**src/rtl/ram_ptr_pkg.sv**
```systemverilog
`timescale 1ns/1ps
package ram_ptr_pkg;

    // Operation selected for the pointer in one cycle
    typedef enum logic [2:0] {
        OP_HOLD  = 3'd0,
        OP_LOAD  = 3'd1,
        OP_COPY  = 3'd2,
        OP_INC   = 3'd3,
        OP_DEC   = 3'd4,
        OP_STINC = 3'd5
    } ptr_op_e;

endpackage

```
**src/rtl/ram_ptr_arb.sv**
```systemverilog
`timescale 1ns/1ps
// Fixed-priority pick among the command strobes
module ram_ptr_arb
    import ram_ptr_pkg::*;
(
    input  logic    cmd_load,
    input  logic    cmd_copy,
    input  logic    cmd_inc,
    input  logic    cmd_dec,
    input  logic    cmd_stinc,
    output ptr_op_e op
);

    always_comb begin
        if (cmd_load)       op = OP_LOAD;
        else if (cmd_copy)  op = OP_COPY;
        else if (cmd_inc)   op = OP_INC;
        else if (cmd_dec)   op = OP_DEC;
        else if (cmd_stinc) op = OP_STINC;
        else                op = OP_HOLD;
    end

endmodule

```
**src/rtl/ram_ptr_step.sv**
```systemverilog
`timescale 1ns/1ps
// Digit arithmetic and wrap detection
module ram_ptr_step #(
    parameter int DIG_W = 4
) (
    input  logic [DIG_W-1:0] dig,
    output logic [DIG_W-1:0] dig_up,
    output logic [DIG_W-1:0] dig_dn,
    output logic             wrap_up,
    output logic             wrap_dn
);

    localparam logic [DIG_W-1:0] DIG_MAX = {DIG_W{1'b1}};
    localparam logic [DIG_W-1:0] DIG_ONE = {{(DIG_W-1){1'b0}}, 1'b1};

    always_comb begin
        dig_up  = dig + DIG_ONE;
        dig_dn  = dig - DIG_ONE;
        wrap_up = (dig == DIG_MAX);
        wrap_dn = (dig == '0);
    end

endmodule

```
**src/rtl/ram_ptr_map.sv**
```systemverilog
`timescale 1ns/1ps
// Physical address formation with the fixed direct override
module ram_ptr_map #(
    parameter int REG_W  = 2,
    parameter int PHYS_W = 3
) (
    input  logic [REG_W-1:0]        reg_f,
    input  logic [PHYS_W-1:0]       dig_lo,
    input  logic                    direct,
    output logic [REG_W+PHYS_W-1:0] phys_addr
);

    localparam int ADDR_W = REG_W + PHYS_W;

    logic [ADDR_W-1:0] direct_addr;

    // Override target: top register, top digit (all ones)
    genvar gi;
    generate
        for (gi = 0; gi < ADDR_W; gi++) begin : g_direct
            assign direct_addr[gi] = 1'b1;
        end
    endgenerate

    always_comb begin
        if (direct) phys_addr = direct_addr;
        else        phys_addr = {reg_f, dig_lo};
    end

endmodule

```
**src/rtl/ram_digit_ptr.sv**
```systemverilog
`timescale 1ns/1ps
module ram_digit_ptr
    import ram_ptr_pkg::*;
#(
    parameter int REG_W  = 2,
    parameter int DIG_W  = 4,
    parameter int PHYS_W = 3
) (
    input  logic                    clk,
    input  logic                    rst_n,
    input  logic                    cmd_load,
    input  logic [REG_W-1:0]        load_reg,
    input  logic [DIG_W-1:0]        load_dig,
    input  logic                    cmd_copy,
    input  logic [DIG_W-1:0]        acc_in,
    input  logic                    cmd_inc,
    input  logic                    cmd_dec,
    input  logic                    cmd_stinc,
    input  logic [REG_W-1:0]        step_r,
    input  logic                    cmd_direct,
    output logic [REG_W-1:0]        ptr_reg,
    output logic [DIG_W-1:0]        ptr_dig,
    output logic [REG_W+PHYS_W-1:0] phys_addr,
    output logic                    skip
);

    typedef struct packed {
        logic [REG_W-1:0] reg_f;
        logic [DIG_W-1:0] dig;
        logic             skip;
    } ptr_state_t;

    ptr_state_t st_d, st_q;
    ptr_op_e    op;
    logic [DIG_W-1:0] dig_up, dig_dn;
    logic             wrap_up, wrap_dn;

    ram_ptr_arb u_arb (
        .cmd_load  (cmd_load),
        .cmd_copy  (cmd_copy),
        .cmd_inc   (cmd_inc),
        .cmd_dec   (cmd_dec),
        .cmd_stinc (cmd_stinc),
        .op        (op)
    );

    ram_ptr_step #(.DIG_W(DIG_W)) u_step (
        .dig     (st_q.dig),
        .dig_up  (dig_up),
        .dig_dn  (dig_dn),
        .wrap_up (wrap_up),
        .wrap_dn (wrap_dn)
    );

    ram_ptr_map #(.REG_W(REG_W), .PHYS_W(PHYS_W)) u_map (
        .reg_f     (st_q.reg_f),
        .dig_lo    (st_q.dig[PHYS_W-1:0]),
        .direct    (cmd_direct),
        .phys_addr (phys_addr)
    );

    always_comb begin
        st_d      = st_q;
        st_d.skip = 1'b0;
        case (op)
            OP_LOAD: begin
                st_d.reg_f = load_reg;
                st_d.dig   = load_dig;
            end
            OP_COPY: begin
                st_d.dig = acc_in;
            end
            OP_INC: begin
                st_d.dig   = dig_up;
                st_d.reg_f = st_q.reg_f ^ step_r;
                st_d.skip  = wrap_up;
            end
            OP_DEC: begin
                st_d.dig   = dig_dn;
                st_d.reg_f = st_q.reg_f ^ step_r;
                st_d.skip  = wrap_dn;
            end
            OP_STINC: begin
                st_d.dig = dig_up;
            end
            default: begin
                st_d.skip = 1'b0;
            end
        endcase
    end

    always_ff @(posedge clk or negedge rst_n) begin
        if (!rst_n) st_q <= '0;
        else        st_q <= st_d;
    end

    assign ptr_reg = st_q.reg_f;
    assign ptr_dig = st_q.dig;
    assign skip    = st_q.skip;

endmodule

```
**config.mk**
```make
export PLATFORM = sky130hd
export DESIGN_NAME = ram_digit_ptr
export DESIGN_NICKNAME = d
export VERILOG_FILES = /design/src/rtl/ram_ptr_pkg.sv /design/src/rtl/ram_ptr_arb.sv /design/src/rtl/ram_ptr_step.sv /design/src/rtl/ram_ptr_map.sv /design/src/rtl/ram_digit_ptr.sv
export SDC_FILE = /design/constraint.sdc
export NUM_CORES = 1
export LEC_CHECK = 0
export ABC_AREA = 1
export BUFFER_PORTS_ARGS = -buffer_cell sky130_fd_sc_hd__buf_2
export CAP_MARGIN = 20
export CORE_MARGIN = 2
export CORE_UTILIZATION = 46
export CTS_CLUSTER_DIAMETER = 30
export DETAILED_ROUTE_END_ITERATION = 6
export GPL_ROUTABILITY_DRIVEN = 0
export MAX_ROUTING_LAYER = met4
export PLACE_DENSITY = 0.85
export SYNTH_ARGS = -nofsm -noshare
export SYNTH_HDL_FRONTEND = slang
export SYNTH_HIERARCHICAL = 1
export SYNTH_SLANG_ARGS = --single-unit
```
**constraint.sdc**
```tcl
create_clock -name clk -period 1.6 [get_ports clk]
set_clock_uncertainty 0.05 [all_clocks]
set_input_delay 0.16 -clock clk [delete_from_list [all_inputs] [get_ports clk]]
set_output_delay 0.16 -clock clk [all_outputs]
set_load 0.02 [all_outputs]
```
==> impl.org, run 1 <==
** Logic synthesis
- By count the netlist is led by sky130_fd_sc_hd__nand2_1, sky130_fd_sc_hd__inv_1, sky130_fd_sc_hd__nor2_1, sky130_fd_sc_hd__nand3_1, sky130_fd_sc_hd__dfrtp_1.
- Largest area contributor in the netlist :: sky130_fd_sc_hd__nand2_1
- In the synthesized netlist, the number of instances is around 130.
- Yosys attributes the largest share of cell area to sky130_fd_sc_hd__nand2_1, sky130_fd_sc_hd__dfrtp_1, sky130_fd_sc_hd__inv_1.
- Share of Yosys cell area claimed by the top area cell type :: 0.233
- Number of synthesized flops with an enable pin :: 0
- Synthesis warning total :: 6
- After synthesis, the share of flip-flops with an asynchronous set or reset is 1.00.
- Counting every net in the synthesized netlist gives about 150.
- Share of the yosys chip area belonging to registers :: 0.232
- Post-synthesis instance area :: around 760 um^2
- Averaged over all synthesized cells, the footprint is just under 6 um^2.
- By instance count, the leading cell after synthesis is sky130_fd_sc_hd__nand2_1.
- After synthesis, the netlist uses 19 different library cells.
- #FFs+latches synth :: 7
- Top FF cell, synth :: sky130_fd_sc_hd__dfrtp_1

** Placement
- The wire-length estimate of the detail-placed layout is roughly 1400 um.
- Post-DP Area :: slightly above 900 um^2
- Count of input and output buffers :: 31

** Floorplanning
- After floorplanning, the core was divided into 14 placement rows.
- Die footprint :: 1980 um^2
- Vertical extent of the die :: between 40 and 50 um
- In this run the standard cell core region covers 1520 um^2.
- Pin placement for this block handled 32 I/O pins.
- For this configuration, the core starts out at a cell density of 0.496.
- DIE WIDTH :: around 45 um

** Drt
- Routed length on met1 :: around 770 um
- For this run, the detailed router's first-pass iteration total came to 4.
- Vias per std cell :: ~4.7
- Wire segments on met2 add up to approximately 950 um in the final route.
- In the final routed layout, each cell accounts on average for just over 10 um.
- Routed wire length on met3 :: 82 um
- Via count of the routed design :: between 800 and 900
- Count of unresolved DRC violations after routing :: 0
- Routed signal wires occupy layers up through met4.
- The final layout contains routed wiring with a total length of about 1800 um.
- Number of routed nets with antenna violations :: 0
- Violation count after the first detailed-route iteration :: 18

** Worst setup path
- Arrival @ worst endpoint :: ~1.6 ns
- WS Path Type :: reg -> reg
- Worst reg2reg setup slack :: about 0.11 ns
- STA puts the critical path data required time at ~1.7 ns.
- The worst register-to-register path has a depth of 7.
- The worst register-to-register path begins at ptr_dig[0]$_DFFE_PN0P_.
- Crit Reg-Reg Endpoint :: ptr_dig[2]$_DFFE_PN0P_
- In this run the worst path has a maximum fanout of 7.
- Startpoint kind of the worst setup timing path :: flop
- The worst setup path is captured at a flop.

** Pwr
- The worst-case IR drop observed on VDD is between 0.4 and 0.5 mV.
- Total power :: about 0.89 mW
- In this run the static leakage power is just over 0.6 nW.
- Dividing total power by cell area gives a power density of a little over 900 nW/um^2.

** Timing
- Final hold analysis gives a worst-case slack of 0.122 ns.
- The count of final max-slew check failures came to 0.
- Peak Freq :: ~0.67 GHz
- Setup violations remaining at the end of the flow were counted as 0.
- Final critical-path share of the clock period :: 0.932
- Setup repair after global routing missed its margin :: false
- The count of endpoints failing hold in the final timing report is 0.
- After layout, the minimum clock period comes to 1.49 ns.
- At the pin with the least slew margin, the transition time is around 0.41 ns.
- For the final routed database, the setup TNS stands at 0 ns.
- Measured against its own limit, the worst slew margin works out to 0.727.

** Global routing
- First-pass GRT wire length :: 3070 um
- Vias in the first global route :: slightly below 800
- Maximum number of pins on one net before global-route repair :: 11
- Global routing finished with a remaining overflow of 0.
- GRT Resource Usage Total :: 0.218
- Number of antenna violations at the first check in global routing :: 0

** CTS
- Max clock buf depth :: 2
- TritonCTS clock tree :: yes
- Root Buffer Master :: sky130_fd_sc_hd__clkbuf_4
- Clk slew on worst S/H paths :: about 0.060 ns
- H-tree Lvls :: 1
- For this design, the sink count on the clock tree is 7.
- Source-to-sink clock delay at the later pin of the worst-skew pair :: approximately 0.26 ns
- Number of buffers created by CTS :: 3
- Number of gates given a new drive strength after cts :: 0

** Hold path
- Worst Hold Depth :: 3
- In this run the worst hold path is classified as in -> reg.
- The worst hold path begins at step_r[1].
- The worst hold path terminates at ptr_reg[1]$_DFFE_PN0P_.

** Final layout
- Share of layout cells above drive strength 1 :: 0.287
- Relative to the synthesized area, the layout overhead comes to 26.0%.
- The register with the most flip-flops in the layout has 4 of them.
- Finished layout cell area :: around 950 um^2
- # diodes :: 0
- For this run, the share of the core covered by cells in the final layout is 0.625.
- Final-stage net count :: ~190

** Run
- The tool flagged a number of max-cap violations equal to 0.

** Outcome
- Result of the run :: complete, no violations
-- cells by family after synthesis --
kind of cell             after synthesis  synth area share
AO/OA/AOI/OAI                          3            0.0199
AND/OR/NAND/NOR                       82             0.490
adder cells (fa/ha/maj)                2            0.0331
XOR/XNOR                               4            0.0464
flip-flops                             7             0.232
buffers and inverters                 31             0.179
-- layer usage --
| metal | up-vias | track usage |
|---|---|---|
| met2 | 25 | 0.406 |
| li1 | 459 | - |
| met1 | 363 | 0.226 |
| met3 | 2 | 0.0367 |
| met4 | 0 | 0.0727 |
| met5 | - | - |
-- per-stage QoR --
step,instances,setup slack [ns]
2_1_floorplan,129,0.173
3_3_place_gp,175,0.226
3_5_place_dp,175,0.153
4_1_cts,180,0.123
5_1_grt,180,0.0258
6_report,180,0.108
-- layout make-up --
type                    instances  area (um^2)
fillers                       148          572
multi-input cells              91          445
well taps                      16         20.0
repair buffers                 34          180
clock buffers                   4         26.3
inverters                      28          105
flip-flops and latches          7          175
-- report_power, final --
group / total (mW) / switching, mW / internal [mW] / leakage (nW)
logic: 0.425 / 0.259 / 0.166 / 0.510
clock network: 0.174 / 0.0777 / 0.0960 / 0.0150
registers: 0.291 / 0.0782 / 0.213 / 0.0852
-- worst max-delay path, stage by stage (launching register included) --
cell and delay (ns):
sky130_fd_sc_hd__dfrtp_1 0.46, sky130_fd_sc_hd__inv_1 0.15, sky130_fd_sc_hd__ha_1 0.26, sky130_fd_sc_hd__xor2_1 0.17, sky130_fd_sc_hd__nand2_1 0.09, sky130_fd_sc_hd__nand2_1 0.05, sky130_fd_sc_hd__nor2_1 0.10, sky130_fd_sc_hd__nand2_1 0.06
-- layout by cell type, fill, tap and decap left out, drive strengths merged --
| cell | n |
|---|---|
| nand2 | 47 |
| buf | 33 |
| inv | 28 |
| nor2 | 14 |
| nand3 | 13 |
| dfrtp | 7 |
| nand4 | 6 |
| clkbuf | 4 |
| xor2 | 3 |
| a21oi | 2 |
| ha | 2 |
| o21ai | 1 |
| xnor2 | 1 |
| or2 | 1 |
| dlygate4sd3 | 1 |
| nor3b | 1 |
-- timing repair --
item	CTS	global route
hold buffers	1	0
hold endpoints to repair	7	0
buffers inserted	0	0
-- worst max path at each step --
| stage | from | to | slack (ns) | depth (start not counted) |
|---|---|---|---|---|
| floorplan | ptr_dig[0]$_DFFE_PN0P_ | ptr_dig[2]$_DFFE_PN0P_ | 0.17 | 7 |
| global placement | cmd_inc | ptr_dig[1]$_DFFE_PN0P_ | 0.23 | 10 |
| detailed placement | cmd_inc | ptr_dig[1]$_DFFE_PN0P_ | 0.15 | 10 |
| CTS | ptr_dig[0]$_DFFE_PN0P_ | ptr_dig[2]$_DFFE_PN0P_ | 0.12 | 7 |
| global route | ptr_dig[0]$_DFFE_PN0P_ | ptr_dig[2]$_DFFE_PN0P_ | 0.03 | 7 |
| finish | ptr_dig[0]$_DFFE_PN0P_ | ptr_dig[2]$_DFFE_PN0P_ | 0.11 | 7 |
Power figures use the tool's default switching activity.
==> run 2: changes to the inputs <==
Settings changed: CORE_ASPECT_RATIO from default to 0.7, CORE_UTILIZATION 46 to 30, PLACE_DENSITY 0.85 to 0.62, RECOVER_POWER from default to 100.
==> run 2 against run 1 <==
Worst hold slack better by 0.00065 ns; maximum frequency is 4.0% higher; setup slack better by 0.057 ns; core utilization is 23 points lower; first-iteration DRC count is 140% higher; total power is 0.32% lower; wire length is 13% higher; critical path depth stayed put; register-to-register slack better by 0.06 ns; count of clock-buffer cells in the layout stayed put; via count is 3.2% higher.
==> impl.org, run 2 (same netlist as run 1, synthesis figures left out) <==
** Outcome
- Result of the run: complete, no violations (unchanged).

** Final layout
- Most common cell after layout, fill and taps aside :: sky130_fd_sc_hd__nand2_1 (unchanged)
- The non-filler instance count after layout is 199 (was 180).
- Final-stage net count :: 188 (was 187)
- Commonest cells after routing, fill and taps aside: sky130_fd_sc_hd__nand2_1, sky130_fd_sc_hd__inv_1, sky130_fd_sc_hd__buf_2 (was sky130_fd_sc_hd__nand2_1, sky130_fd_sc_hd__buf_2, sky130_fd_sc_hd__inv_1).
- The area growth from synthesis to final layout was 26.3% (was 26.0%).
- The final non-filler cell area is 955 um^2 (was 952 um^2).
- Number of flip-flops under the largest register name :: 4 (unchanged)
- The layout cell share with drive strength beyond 1 came to 0.194 (was 0.287).
- The core utilization of the finished layout is 0.394 (was 0.625).
- The number of antenna cells inserted came to 0 (unchanged).

** Drt
- The total wirelength of the detailed-routed design is 2060 um (was 1820 um).
- Via count of the routed design :: 876 (was 849)
- The wire length per cell came to 10.3 um (was 10.1 um).
- The iteration-0 DRC count of the detailed router was 44 (was 18).
- The vias per cell came to 4.40 (was 4.72).
- Number of routed nets with antenna violations :: 0 (unchanged)
- The first-pass detailed-route iteration total is 4 (unchanged).
- The residual DRC count was 0 (unchanged).

** Floorplanning
- Vertical extent of the die :: 46.0 um (was 44.5 um)
- Io pins :: 32 (unchanged)
- The starting utilization of the core area was 0.312 (was 0.496).
- The number of rows created at floorplan came to 15 (was 14).
- The placeable core region came to 2420 um^2 (was 1520 um^2).
- The die area is 2940 um^2 (was 1980 um^2).
- DIE WIDTH :: 64.0 um (was 44.5 um)

** Hold path
- The class of the tightest hold or removal check is in -> reg (unchanged).

** Global routing
- The largest net degree at the start of global routing is 11 (unchanged).
- The via count of the first global-routing pass was 720 (was 777).
- GRT Resource Usage Total :: 0.150 (was 0.218)
- The initial antenna violation count was 0 (unchanged).
- First-pass GRT wire length :: 3190 um (was 3070 um)
- Remaining global-route overflow :: 0 (unchanged)

** Worst setup path
- The most common cell type on the critical path is sky130_fd_sc_hd__nand2_1 (unchanged).
- The element type at the critical path end was a flop (unchanged).
- Delay-heaviest family, CP :: flip-flops (unchanged)
- The standard cell with the maximum stage delay on the critical path is sky130_fd_sc_hd__dfrtp_1 (unchanged).
- The data arrival time at the worst-slack endpoint came to 1.54 ns (was 1.59 ns).
- The number of buffers and inverters on the critical path was 1 (unchanged).
- Delay of the slowest cell on the worst path :: 0.45 ns (was 0.46 ns)
- Critical-path cell list :: inv_1 -> ha_1 -> xor2_1 -> nand2_1 -> nand2_1 -> nor2_1 -> nand2_1 (unchanged)
- Startpoint kind of the worst setup timing path :: flop (unchanged)
- The data required time of the worst path was 1.71 ns (was 1.70 ns).
- The worst-path maximum fanout was 7 (unchanged).
- The kind of critical path was reg -> reg (unchanged).

** Pwr
- The part of the total power dissipated in combinational logic was 0.480 (was 0.478).
- Maximum ir drop on the vdd rail :: 0.180 mV (was 0.481 mV)
- The power dissipated by switching net loads came to 0.426 mW (was 0.415 mW).
- The power density normalized to cell area is 929 nW/um^2 (was 934 nW/um^2).
- The cell-internal power was 0.460 mW (was 0.474 mW).
- Switching share of total power :: 0.481 (was 0.467)
- Power share of the sequential group :: 0.321 (was 0.327)
- The clock network fraction of total power was 0.200 (was 0.195).
- Total power :: 0.887 mW (was 0.890 mW)
- Static power due to leakage :: 0.575 nW (was 0.610 nW)

** Timing
- Accumulated negative setup slack :: 0 ns (unchanged)
- Max-slew headroom at the worst pin :: 0.705 (was 0.727)
- The worst hold-check slack is 0.123 ns (was 0.122 ns).
- Peak Freq :: 0.697 GHz (was 0.670 GHz)
- The share of the clock period used by the worst path after layout was 0.897 (was 0.932).
- Number of max-slew violations in the final report :: 0 (unchanged)
- Setup repair after global routing missed its margin :: false (unchanged)
- Measured slew at the worst slew-check pin :: 0.442 ns (was 0.409 ns)
- The setup slack after layout is 0.165 ns (was 0.108 ns).
- Number of endpoints with negative hold slack in the final report :: 0 (unchanged)
- Setup violators final :: 0 (unchanged)
- Tmin final :: 1.43 ns (was 1.49 ns)

** CTS
- Source-to-sink clock delay at the later pin of the worst-skew pair :: 0.26 ns (about the same)
- TritonCTS clock tree :: yes (unchanged)
- Max clock buf depth :: 2 (unchanged)
- Post-CTS setup buffer count :: 0 (unchanged)
- The clock transition at the registers of the reported paths is 0.06 ns (about the same).
- Number of buffers created by CTS :: 3 (unchanged)
- The number of sinks driven by the clock tree is 7 (unchanged).
- Root Buffer Master :: sky130_fd_sc_hd__clkbuf_4 (unchanged)
- H-tree Lvls :: 1 (unchanged)
- The post-cts sizing count came to 0 (unchanged).

** Run
- The number of max-cap violations was 0 (unchanged).

** Placement
- The half-perimeter wire length after placement came to 1640 um (was 1440 um).
- The worst setup slack before clock tree synthesis is 0.182 ns (was 0.153 ns).
- Post-DP Area :: 946 um^2 (was 916 um^2)
- Placed Cells incl. Taps :: 194 (was 175)
- The count of input and output buffers is 31 (unchanged).
-- run 2: changes by cell type in the layout (fill, tap and decap cells not counted) --
| cell | before | now |
|---|---|---|
| sky130_fd_sc_hd__inv_2 | 6 | 5 |
| sky130_fd_sc_hd__buf_4 | 2 | 1 |
| sky130_fd_sc_hd__inv_1 | 22 | 23 |
| sky130_fd_sc_hd__clkbuf_1 | 1 | 15 |
| sky130_fd_sc_hd__nor3b_1 | 0 | 1 |
| sky130_fd_sc_hd__buf_2 | 31 | 19 |
| sky130_fd_sc_hd__nor3b_2 | 1 | 0 |
-- run 2: metal layers --
layer | routed length (um) | up-vias | track usage
li1 | - | 461 | -
met5 | 0 | - | -
met4 | 22 | 0 | 0.0522
met2 | 882 | 36 | 0.223
met3 | 115 | 2 | 0.0297
met1 | 1030 | 377 | 0.204
-- run 2: power by group through the flow --
stage / registers [mW] / logic, mW / clock network, mW
floorplan: 0.310 / 0.293 / 0
finish: 0.284 / 0.425 / 0.177
global route: 0.293 / 0.481 / 0.190
global placement: 0.286 / 0.434 / 0
CTS: 0.287 / 0.449 / 0.181
detailed placement: 0.290 / 0.444 / 0
-- run 2: layout make-up --
| cell class | instances | area [um^2] |
|---|---|---|
| clock buffer | 4 | 26.3 |
| fill | 288 | 1470 |
| inverter | 28 | 105 |
| multi-input combinational | 91 | 440 |
| sequential | 7 | 175 |
| tap | 34 | 42.5 |
| timing repair buffer | 35 | 165 |
-- run 2: timing repair --
item,CTS,global route
hold buffers,1,0
endpoints found under the hold margin,7,0
setup endpoints to repair,0,0
-- run 2: worst reg2reg max path, stage by stage, from the launching register on --
cell                      delay [ns]
sky130_fd_sc_hd__dfrtp_1        0.45
sky130_fd_sc_hd__inv_1          0.14
sky130_fd_sc_hd__ha_1           0.24
sky130_fd_sc_hd__xor2_1         0.16
sky130_fd_sc_hd__nand2_1        0.08
sky130_fd_sc_hd__nand2_1        0.05
sky130_fd_sc_hd__nor2_1         0.10
sky130_fd_sc_hd__nand2_1        0.06
-- run 2: path summary, 6_finish.rpt --
| check | start | endpoint | slack (ns) | cells past startpoint |
|---|---|---|---|---|
| max reg2reg | ptr_dig[0]$_DFFE_PN0P_ | ptr_dig[2]$_DFFE_PN0P_ | 0.17 | 7 |
| min | load_dig[0] | ptr_dig[0]$_DFFE_PN0P_ | 0.12 | 5 |
| max | ptr_dig[0]$_DFFE_PN0P_ | ptr_dig[2]$_DFFE_PN0P_ | 0.17 | 7 |
| min reg2reg | ptr_reg[1]$_DFFE_PN0P_ | ptr_reg[1]$_DFFE_PN0P_ | 0.56 | 3 |
| min in group asynchronous | rst_n | ptr_dig[2]$_DFFE_PN0P_ | 0.30 | 2 |
| max in group asynchronous | rst_n | ptr_reg[1]$_DFFE_PN0P_ | 0.90 | 2 |
